### src/rtl/mc_pkg.sv
package mc_pkg;
  localparam logic [5:0] OP_RTYPE = 6'b000000;
  localparam logic [5:0] OP_LW    = 6'b100011;
  localparam logic [5:0] OP_SW    = 6'b101011;
  localparam logic [5:0] OP_BEQ   = 6'b000100;
  localparam logic [5:0] OP_BNE   = 6'b000101;
  localparam logic [5:0] OP_LUI   = 6'b001111;
  localparam logic [5:0] FN_ADD   = 6'b100000;

  typedef enum logic [2:0] {
    S_FETCH, S_DECODE, S_EXEC, S_MEM, S_WB
  } state_e;

  typedef enum logic [1:0] {
    ALU_ADD, ALU_SUB, ALU_PASSB
  } alu_op_e;

  typedef enum logic [1:0] {
    RC_ALU = 2'b00, RC_LOAD = 2'b01, RC_STORE = 2'b10
  } rclass_e;
endpackage

### src/rtl/mc_regfile.sv
module mc_regfile #(
  parameter int XLEN = 32,
  parameter int NREG = 32,
  localparam int AW  = $clog2(NREG)
) (
  input  logic            clk_i,
  input  logic            rst_ni,
  input  logic [AW-1:0]   ra_a_i,
  input  logic [AW-1:0]   ra_b_i,
  output logic [XLEN-1:0] rd_a_o,
  output logic [XLEN-1:0] rd_b_o,
  input  logic            we_i,
  input  logic [AW-1:0]   wa_i,
  input  logic [XLEN-1:0] wd_i
);
  logic [XLEN-1:0] regs [NREG];

  always_ff @(posedge clk_i or negedge rst_ni) begin
    if (!rst_ni) begin
      for (int i = 0; i < NREG; i++) regs[i] <= '0;
    end else if (we_i && wa_i != '0) begin
      regs[wa_i] <= wd_i;
    end
  end

  assign rd_a_o = regs[ra_a_i];
  assign rd_b_o = regs[ra_b_i];

  // entry 0 must never pick up a write
  assert_r0_zero_R8: assert property (@(posedge clk_i) disable iff (!rst_ni)
    we_i && wa_i == '0 |=> regs[0] == '0);
endmodule

### src/rtl/mc_alu.sv
module mc_alu
  import mc_pkg::*;
#(
  parameter int XLEN = 32
) (
  input  alu_op_e         op_i,
  input  logic [XLEN-1:0] a_i,
  input  logic [XLEN-1:0] b_i,
  output logic [XLEN-1:0] y_o,
  output logic            zero_o
);
  always_comb begin
    unique case (op_i)
      ALU_SUB:   y_o = a_i - b_i;
      ALU_PASSB: y_o = b_i;
      default:   y_o = a_i + b_i;
    endcase
  end

  assign zero_o = (y_o == '0);
endmodule

### src/rtl/mc_core.sv
module mc_core
  import mc_pkg::*;
#(
  parameter int XLEN = 32,
  parameter int NREG = 32,
  localparam int AW  = $clog2(NREG),
  localparam int IMW = 16
) (
  input  logic            clk_i,
  input  logic            rst_ni,
  output logic            imem_req_o,
  output logic [XLEN-1:0] imem_addr_o,
  input  logic            imem_rdy_i,
  input  logic [XLEN-1:0] imem_rdata_i,
  output logic            dmem_req_o,
  output logic            dmem_we_o,
  output logic [XLEN-1:0] dmem_addr_o,
  output logic [XLEN-1:0] dmem_wdata_o,
  input  logic            dmem_rdy_i,
  input  logic [XLEN-1:0] dmem_rdata_i,
  output logic            retire_o,
  output logic [1:0]      retire_cls_o
);
  state_e          state_q;
  logic [XLEN-1:0] pc_q, ir_q, mdr_q, a_q, b_q, alu_q;
  logic            retire_q;
  rclass_e         rcls_q;

  // instruction fields
  logic [5:0]      op, fn;
  logic [AW-1:0]   rs, rt, rd;
  logic [4:0]      shamt;
  logic [IMW-1:0]  imm;
  logic [XLEN-1:0] sext;
  assign op    = ir_q[31:26];
  assign rs    = ir_q[21 +: AW];
  assign rt    = ir_q[16 +: AW];
  assign rd    = ir_q[11 +: AW];
  assign shamt = ir_q[10:6];
  assign fn    = ir_q[5:0];
  assign imm   = ir_q[15:0];
  assign sext  = {{(XLEN-IMW){imm[IMW-1]}}, imm};

  logic is_lw, is_sw, is_add, is_beq, is_bne, is_lui;
  assign is_lw  = (op == OP_LW);
  assign is_sw  = (op == OP_SW);
  assign is_add = (op == OP_RTYPE) && (fn == FN_ADD) && (shamt == '0);
  assign is_beq = (op == OP_BEQ);
  assign is_bne = (op == OP_BNE);
  assign is_lui = (op == OP_LUI);

  // register file
  logic [XLEN-1:0] rf_a, rf_b, rf_wd;
  logic            rf_we;
  logic [AW-1:0]   rf_wa;
  assign rf_we = (state_q == S_WB);
  assign rf_wa = (is_lw || is_lui) ? rt : rd;
  assign rf_wd = is_lw ? mdr_q : alu_q;

  mc_regfile #(.XLEN(XLEN), .NREG(NREG)) u_rf (
    .clk_i, .rst_ni,
    .ra_a_i(rs), .ra_b_i(rt), .rd_a_o(rf_a), .rd_b_o(rf_b),
    .we_i(rf_we), .wa_i(rf_wa), .wd_i(rf_wd)
  );

  // ALU operand selection
  alu_op_e         alu_op;
  logic [XLEN-1:0] alu_b, alu_y;
  logic            alu_zero;
  always_comb begin
    alu_op = ALU_ADD;
    alu_b  = b_q;
    if (is_lw || is_sw) alu_b = sext;
    if (is_beq || is_bne) alu_op = ALU_SUB;
    if (is_lui) begin
      alu_op = ALU_PASSB;
      alu_b  = {imm, {(XLEN-IMW){1'b0}}};
    end
  end

  mc_alu #(.XLEN(XLEN)) u_alu (
    .op_i(alu_op), .a_i(a_q), .b_i(alu_b), .y_o(alu_y), .zero_o(alu_zero)
  );

  logic            br_taken;
  logic [XLEN-1:0] br_target;
  assign br_taken  = (is_beq && alu_zero) || (is_bne && !alu_zero);
  assign br_target = pc_q + {sext[XLEN-3:0], 2'b00}; // pc_q already holds PC+4

  always_ff @(posedge clk_i or negedge rst_ni) begin
    if (!rst_ni) begin
      state_q  <= S_FETCH;
      pc_q     <= '0;
      ir_q     <= '0;
      mdr_q    <= '0;
      a_q      <= '0;
      b_q      <= '0;
      alu_q    <= '0;
      retire_q <= 1'b0;
      rcls_q   <= RC_ALU;
    end else begin
      retire_q <= 1'b0;
      unique case (state_q)
        S_FETCH: if (imem_rdy_i) begin
          ir_q    <= imem_rdata_i;
          pc_q    <= pc_q + XLEN'(4);
          state_q <= S_DECODE;
        end
        S_DECODE: begin
          a_q     <= rf_a;
          b_q     <= rf_b;
          state_q <= S_EXEC;
        end
        S_EXEC: begin
          alu_q <= alu_y;
          if (is_lw || is_sw) begin
            state_q <= S_MEM;
          end else if (is_add || is_lui) begin
            state_q <= S_WB;
          end else if (is_beq || is_bne) begin
            if (br_taken) pc_q <= br_target;
            retire_q <= 1'b1;
            rcls_q   <= RC_ALU;
            state_q  <= S_FETCH;
          end else begin
            state_q <= S_FETCH; // unsupported encoding: no effect
          end
        end
        S_MEM: if (dmem_rdy_i) begin
          if (is_lw) begin
            mdr_q   <= dmem_rdata_i;
            state_q <= S_WB;
          end else begin
            retire_q <= 1'b1;
            rcls_q   <= RC_STORE;
            state_q  <= S_FETCH;
          end
        end
        default: begin // S_WB
          retire_q <= 1'b1;
          rcls_q   <= is_lw ? RC_LOAD : RC_ALU;
          state_q  <= S_FETCH;
        end
      endcase
    end
  end

  assign imem_req_o   = (state_q == S_FETCH);
  assign imem_addr_o  = pc_q;
  assign dmem_req_o   = (state_q == S_MEM);
  assign dmem_we_o    = is_sw;
  assign dmem_addr_o  = alu_q;
  assign dmem_wdata_o = b_q;
  assign retire_o     = retire_q;
  assign retire_cls_o = rcls_q;

  assert_imem_hold_R2: assert property (@(posedge clk_i) disable iff (!rst_ni)
    imem_req_o && !imem_rdy_i |=> imem_req_o && $stable(imem_addr_o));
  assert_pc_step_R2: assert property (@(posedge clk_i) disable iff (!rst_ni)
    imem_req_o && imem_rdy_i |=> imem_addr_o == $past(imem_addr_o) + XLEN'(4));
  assert_one_port_R2: assert property (@(posedge clk_i) disable iff (!rst_ni)
    !(imem_req_o && dmem_req_o));
  assert_dmem_hold_R9: assert property (@(posedge clk_i) disable iff (!rst_ni)
    dmem_req_o && !dmem_rdy_i |=> dmem_req_o && $stable(dmem_addr_o)
      && $stable(dmem_we_o) && $stable(dmem_wdata_o));
  assert_retire_pulse_R10: assert property (@(posedge clk_i) disable iff (!rst_ni)
    retire_o |=> !retire_o);
  assert_retire_cls_R10: assert property (@(posedge clk_i) disable iff (!rst_ni)
    retire_o |-> retire_cls_o != 2'b11);
endmodule

### config.mk
export PLATFORM = sky130hd
export DESIGN_NAME = mc_core
export DESIGN_NICKNAME = d
export VERILOG_FILES = /design/src/rtl/mc_pkg.sv /design/src/rtl/mc_regfile.sv /design/src/rtl/mc_alu.sv /design/src/rtl/mc_core.sv
export SDC_FILE = /design/constraint.sdc
export NUM_CORES = 2
export LEC_CHECK = 0
export BUFFER_PORTS_ARGS = -buffer_cell sky130_fd_sc_hd__clkbuf_2
export CAP_MARGIN = 20
export CELL_PAD_IN_SITES_DETAIL_PLACEMENT = 1
export CELL_PAD_IN_SITES_GLOBAL_PLACEMENT = 1
export CORE_MARGIN = 2
export CORE_UTILIZATION = 55
export DETAILED_ROUTE_END_ITERATION = 6
export PLACE_DENSITY = 0.83
export SKIP_CTS_REPAIR_TIMING = 1
export SLEW_MARGIN = 5
export SYNTH_ARGS = -nofsm -noshare
export SYNTH_HDL_FRONTEND = slang
export SYNTH_SLANG_ARGS = --single-unit
### constraint.sdc
create_clock -name clk_i -period 25.4 [get_ports clk_i]
set_clock_uncertainty 0.2 [all_clocks]
set_input_delay 3.81 -clock clk_i [delete_from_list [all_inputs] [get_ports clk_i]]
set_output_delay 3.81 -clock clk_i [all_outputs]
set_load 0.02 [all_outputs]
---- Word-level counts from Yosys, hierarchy flattened ----
Cells that the tools add are included.
cells by class
  add/sub/neg operators ................... 4
  order comparisons ....................... 4
  equal/unequal tests ..................... 19
  mux-type cells .......................... 41
  bitwise gates (word level) .............. 4
  reduce and logical (&&, ||, !) cells .... 24
operators by type and width
  operator                                                                      count
  1024-bit bitwise mux                                                          1
  32-bit two-way mux                                                            13
  32-bit binary-select mux with 5-bit select                                    2
  32-bit demux with 5-bit select                                                1
  32-bit case mux with 2 select lines                                           2
  32-bit adder                                                                  2
  32-bit by 3-bit adder with 32-bit output, second input constant               1
  32-bit logical NOT                                                            1
  32-bit subtractor                                                             1
  6-bit equality test, second input constant                                    3
  6-bit >= comparator, second input constant                                    3
  5-bit NOT with 6-bit output                                                   3
  3-bit two-way mux                                                             5
  6-bit by 3-bit equality test with 1-bit output, second input constant         2
  2-bit two-way mux                                                             6
  3-bit case mux with 4 select lines                                            1
  6-bit AND reduction                                                           2
  2-bit inequality test, second input constant                                  5
  1-bit two-way mux                                                             7
  3-bit by 2-bit equality test with 1-bit output, second input constant         2
  6-bit by 4-bit equality test with 1-bit output, second input constant         1
  1-bit logical AND                                                             6
  6-bit logical NOT                                                             1
  6-bit by 1-bit less-than comparator with 1-bit output, second input constant  1
  18 further kinds                                                              24
storage, ports and cells
  flip-flop bits (word level) ............. 1222
  bits of input ports ..................... 68
  output and inout bits ................... 102
  logic and storage cells ................. 137

---- Longest topological paths before layout ----
  word-level depth ........................ 15
  gate-level depth with buffers ........... 34
  mapped depth without buffers ............ 27

---- Hierarchy ----
From an unflattened synthesis, not the netlist that was laid out.
second synthesis, totals
  cell total of the unflattened synthesis .. 5898
  area, all modules ....................... 68712.2 um^2
by module, submodules not included
  module      instances  cells an instance  area an instance (um^2)  seq. area each (um^2)
  mc_regfile  1          4601               55942.4                  25624.6
  mc_core     1          870                9937.0                   4904.7
  mc_alu      1          427                2832.7                   0.0

---- Worst setup path before layout ----
No wires, ideal clock.
  path type ............................... reg-to-reg
  start ................................... register ir_q[29]
  end ..................................... register pc_q[12], in the netlist imem_addr_o[12]
  setup time .............................. 128 ps
  data arrival time ....................... 7780 ps
  data required time ...................... 25072 ps
  path slack .............................. 17292 ps
  stages on the path, launching flop included .. 34
  path buffers ............................ 10
  clock period less this slack ............ 8108 ps
  path through ............................ dfrtp_1 > clkbuf_1 > and3b_1 > and2_1 > buf_2 > clkbuf_1 > clkbuf_1 > buf_1 > clkbuf_1 > buf_1 > or2_2 > ha_1 > and2_1 > o31a_1 > nand2_1 > nor3_1 > inv_1 > o21ai_0 > xnor2_1 > ha_1 > clkbuf_1 > nand4_1 > nand3_1 > or4b_2 > o21ai_1 > mux2i_1 > o31ai_1 > or4_1 > or4_4 > mux2_4 > nor2_4 > buf_6 > buf_8 > mux2_1
on the way
  word-level cells in the longest chain between the ends .. 12
  elaborated cells on any way between the ends .. 30
  classes of those cells .................. 2 x add/sub; 11 x eq/ne; 5 x mux; 12 x reduce/logical
ends and longest elaborated chain
  element                                                  RTL line                      source
  start: declaration                                       mc_core.sv:25                 logic [XLEN-1:0] pc_q, ir_q, mdr_q, a_q, b_q, alu_q;
  start signal: assignment                                 mc_core.sv:105                ir_q <= imem_rdata_i;
  6-bit equality test (tied with other cells)              mc_core.sv:45                 assign is_lw = (op == OP_LW);
  1-bit logical OR (on tied branches)                      -
  32-bit two-way mux or 1-bit two-way mux (tied branches)  mc_core.sv:73, mc_core.sv:74
  32-bit two-way mux or 2-bit two-way mux (tied branches)  mc_core.sv:75                 if (is_lui) begin
  32-bit adder (tied with other cells)                     mc_alu.sv:16                  default: y_o = a_i + b_i;
  32-bit case mux with 2 select lines                      mc_alu.sv:13                  unique case (op_i)
  32-bit logical NOT                                       mc_alu.sv:20                  assign zero_o = (y_o == '0);
  1-bit logical NOT                                        mc_core.sv:87                 assign br_taken = (is_beq && alu_zero) || (is_bne && !alu_zero);
  1-bit logical AND                                        mc_core.sv:87
  1-bit logical OR                                         mc_core.sv:87
  2-bit inequality test (no source line)                   -
  6-bit AND reduction (no source line) *                   -
  end signal: assignment                                   mc_core.sv:106                pc_q <= pc_q + XLEN'(4);
  end signal: assignment                                   mc_core.sv:121                if (br_taken) pc_q <= br_target;
  end: declaration                                         mc_core.sv:25
Mark *: on every way between the ends. The rest lies on a longest branch, timed or not.
A chain may end at the register's enable or synchronous reset.

---- Worst setup path after layout ----
  start ................................... register ir_q[28]
  end ..................................... register pc_q[28], in the netlist imem_addr_o[28]
Same word-level chain as after synthesis.

==> out/qor.yml <==
run_status:
  status: "complete, no violations"
timing:
  fin_crit_ps: 8840
  hold_viol: 0
  setup_ws_ps: 16560
  fin_setup_tns_ps: 0
  slew_headroom: 0.165
  tightest_slew_ps: 1250
  fmax_mhz: 113
  setup-violations-final: 0
  final_max_slew_viol_count: 0
  period_share: 0.348
  rsz0062_at_grt: "no"
clock_network:
  clk_latency_ps: 790
  htree_levels: 4
  ctsRootBufferMaster: "clkbuf_16"
  clkTransAtPathRegs_ps: 60
  cts_tree: "yes"
  clock_path_buffers: 3
  cts-buffers-inserted: 133
  clkSinkCount: 1220
worst_hold_path:
  min_from: "u_rf.regs[1022]$_DFFE_PN0P_"
  hp-class: "reg2reg"
global_route:
  antenna_found_initial: 4
  overflow: 0
  track_usage: 0.420
  grt_max_degree: 186
  first_global_vias: 57400
  grt_pass1_wl_um: 372000
routing:
  wirelength_um: 250000
  drt_iter0_markers: 6826
  drtAntennaViolNets: 0
  viasPerCell: 7.33
  drc_errors: 0
  drt-pass1-iter-count: 5
  route.detailed.wl_per_inst_um: 34.6
  via_count: 52900
worst_setup_path:
  setup.worst_path.class: "reg2reg"
  worstPathMaxFanout: 41
  crit_start: "ir_q[28]$_DFFE_PN0P_"
  critPathLaunchType: "flop"
  crit_arrival_ps: 9290
  crit_path_end_kind: "flop"
  cp.required_ps: 25850
  r2r-start: "ir_q[28]$_DFFE_PN0P_"
pwr:
  p_switching_mw: 3.33
  intPower_mw: 4.45
  peakVddDrop_v: 0.000101
  switching_share: 0.428
  p_per_area_nw_per_um2: 110
  p_leak_nw: 30.9
  clkPwrFrac: 0.270
  combPwrFrac: 0.410
  seqPwrFrac: 0.320
die:
  dieArea_sq_um: 119000
  initial_core_util: 0.553
  pin_count: 170
  die_h_um: 346
  die_w_um: 346
  rows: 125
  fp.coreArea_sq_um: 116000
synthesis:
  ys_seq_area_frac: 0.476
  synth-main-ff-cell: "dfrtp_1"
  async_flop_share: 1.00
  yosysWarnings: 0
  synth-seq-cells: 1220
  yosys.cell_types.count: 85
  synth_area_sq_um: 64200
  synth_edf_count: 0
  netlist_instances: 5718
  synth_area_per_cell_sq_um: 11.2
final_layout:
  layout_common_cells: "1210 x dfrtp_1, 723 x nand2_1, 640 x nor2_1, 640 x mux4_2, 639 x a21oi_1"
  areaGrowthSynthToFinish_pct: 10.4
  finalNetCount: 5703
  final_common_cell: "dfrtp_1"
  drive_gt1_frac: 0.228
placement:
  numPortBuffers: 167
  hpwl_um: 139000
  gp_routability_congestion: 0.946
  place_ws_ps: 16740
flow_run:
  cap_violations: 0
power by group through the flow:
stage | Sequential (mW) | Clock, mW | Combinational [mW]
after floorplan | 2.33 | 0 | 2.16
after CTS | 2.47 | 2.10 | 3.13
after detailed placement | 2.50 | 0 | 3.10
after global routing | 2.49 | 2.17 | 3.38
final | 2.49 | 2.10 | 3.19
after global placement | 2.49 | 0 | 3.04
final cells by class:
class / instances / area (sq um)
diodes: 2 / 5.00
clock buffers: 184 / 3870
clock inverters: 62 / 768
fillers: 11600 / 45200
inverters: 27 / 101
multi-input cells: 3919 / 31800
flip-flops and latches: 1220 / 30600
well taps: 1524 / 1910
repair buffers: 271 / 1790
metrics by stage:
stage               hold slack (ps)  cell area, sq um  utilization  cells  total power [mW]
global placement                176             66100        0.570   6958              5.52
CTS                             196             70800        0.610   7204              7.70
global route                    212             70900        0.611   7209              8.04
floorplan                       241             64200            -   5719              4.49
finish                          199             70900        0.611   7209              7.78
detailed placement              184             66100        0.570   6958              5.59
path summary, 6_finish.rpt:
check / end / slack (ps) / cells after the start
max: imem_addr_o[28]$_DFFE_PN0P_ / 16560 / 23
min: u_rf.regs[1022]$_DFFE_PN0P_ / 200 / 0
max reg2reg: imem_addr_o[28]$_DFFE_PN0P_ / 16560 / 23
min reg2reg: u_rf.regs[1022]$_DFFE_PN0P_ / 200 / 0
max in group asynchronous: u_rf.regs[669]$_DFFE_PN0P_ / 19650 / 3
min in group asynchronous: imem_addr_o[29]$_DFFE_PN0P_ / 2830 / 1
layer usage:
layer	up-vias	global-route usage	routed length (um)	part of all wire
met2	3943	0.650	117000	0.47
met4	4	0.270	16800	0.067
met5	-	0.00920	171	0.00068
met1	27400	0.521	87800	0.35
met3	1099	0.120	28300	0.11
li1	20500	-	-	-
state kept, by name, summed over array words and instances (netlist names):
signal / count
state_q: 3
dmem_wdata_o: 32
imem_addr_o: 30
retire_cls_o: 2
mdr_q: 32
ir_q: 32
dmem_addr_o: 32
retire_o: 1
a_q: 32
u_rf.regs: 1024
worst max-delay path, cell delays in order, from the launching register on:
cell      delay (ps)
dfrtp_1          440
nor2b_1          360
nand2_2          610
or3_1            540
o311ai_0          90
and2_1           240
o31a_1           270
nand2_1          150
nor3_1           280
inv_1            100
o21ai_0          400
xnor2_1          180
ha_1             430
nand4_1          170
nand3_1          210
or4b_2           680
o21ai_1          370
mux2i_1          240
o31ai_1          100
or4_1            580
or4_4            540
mux2_4           380
nor2_4           700
mux2_2           420
cells by family after synthesis:
| family | Yosys count | share of synthesized area |
|---|---|---|
| compound gates | 1378 | 0.115 |
| simple gates | 1601 | 0.101 |
| mux | 810 | 0.252 |
| other cells | 1 | 0.0000584 |
| fa+ha+maj | 63 | 0.0125 |
| flops | 1220 | 0.476 |
| buf+inv | 580 | 0.0344 |
| xor+xnor | 65 | 0.00887 |
synth_stat cells, drive strengths merged, types with 4 or more instances:
cell type  number  area share
mux4          640        0.22
nand3          34      0.0027
o221ai          4     0.00064
ha             61       0.012
o31a            5     0.00068
nand2b         16      0.0016
nor2          657       0.039
a21oi         639       0.050
or2             6     0.00058
nand3b          7     0.00082
mux2i         109       0.017
a22o            9      0.0012
or4             8     0.00099
clkbuf        478       0.028
a211o           4     0.00055
nand2         740       0.043
inv            27      0.0016
dfrtp        1220        0.48
a211oi         15      0.0020
a31o            4     0.00055
and2           20      0.0019
o21a           14      0.0016
a21o           20      0.0023
o31ai          14      0.0017
xnor2          43      0.0059
nor3           36      0.0028
mux2           61       0.011
a31oi          12      0.0012
nand4          13      0.0013
nor3b           6     0.00070
nor2b          12      0.0012
a22oi           5     0.00058
nor4            9     0.00088
or3            13      0.0013
o21ai         591       0.046
a21boi          4     0.00047
buf            75      0.0049
xor2           22      0.0030
and3           13      0.0013
No activity file was read; power rests on OpenSTA's default activity.
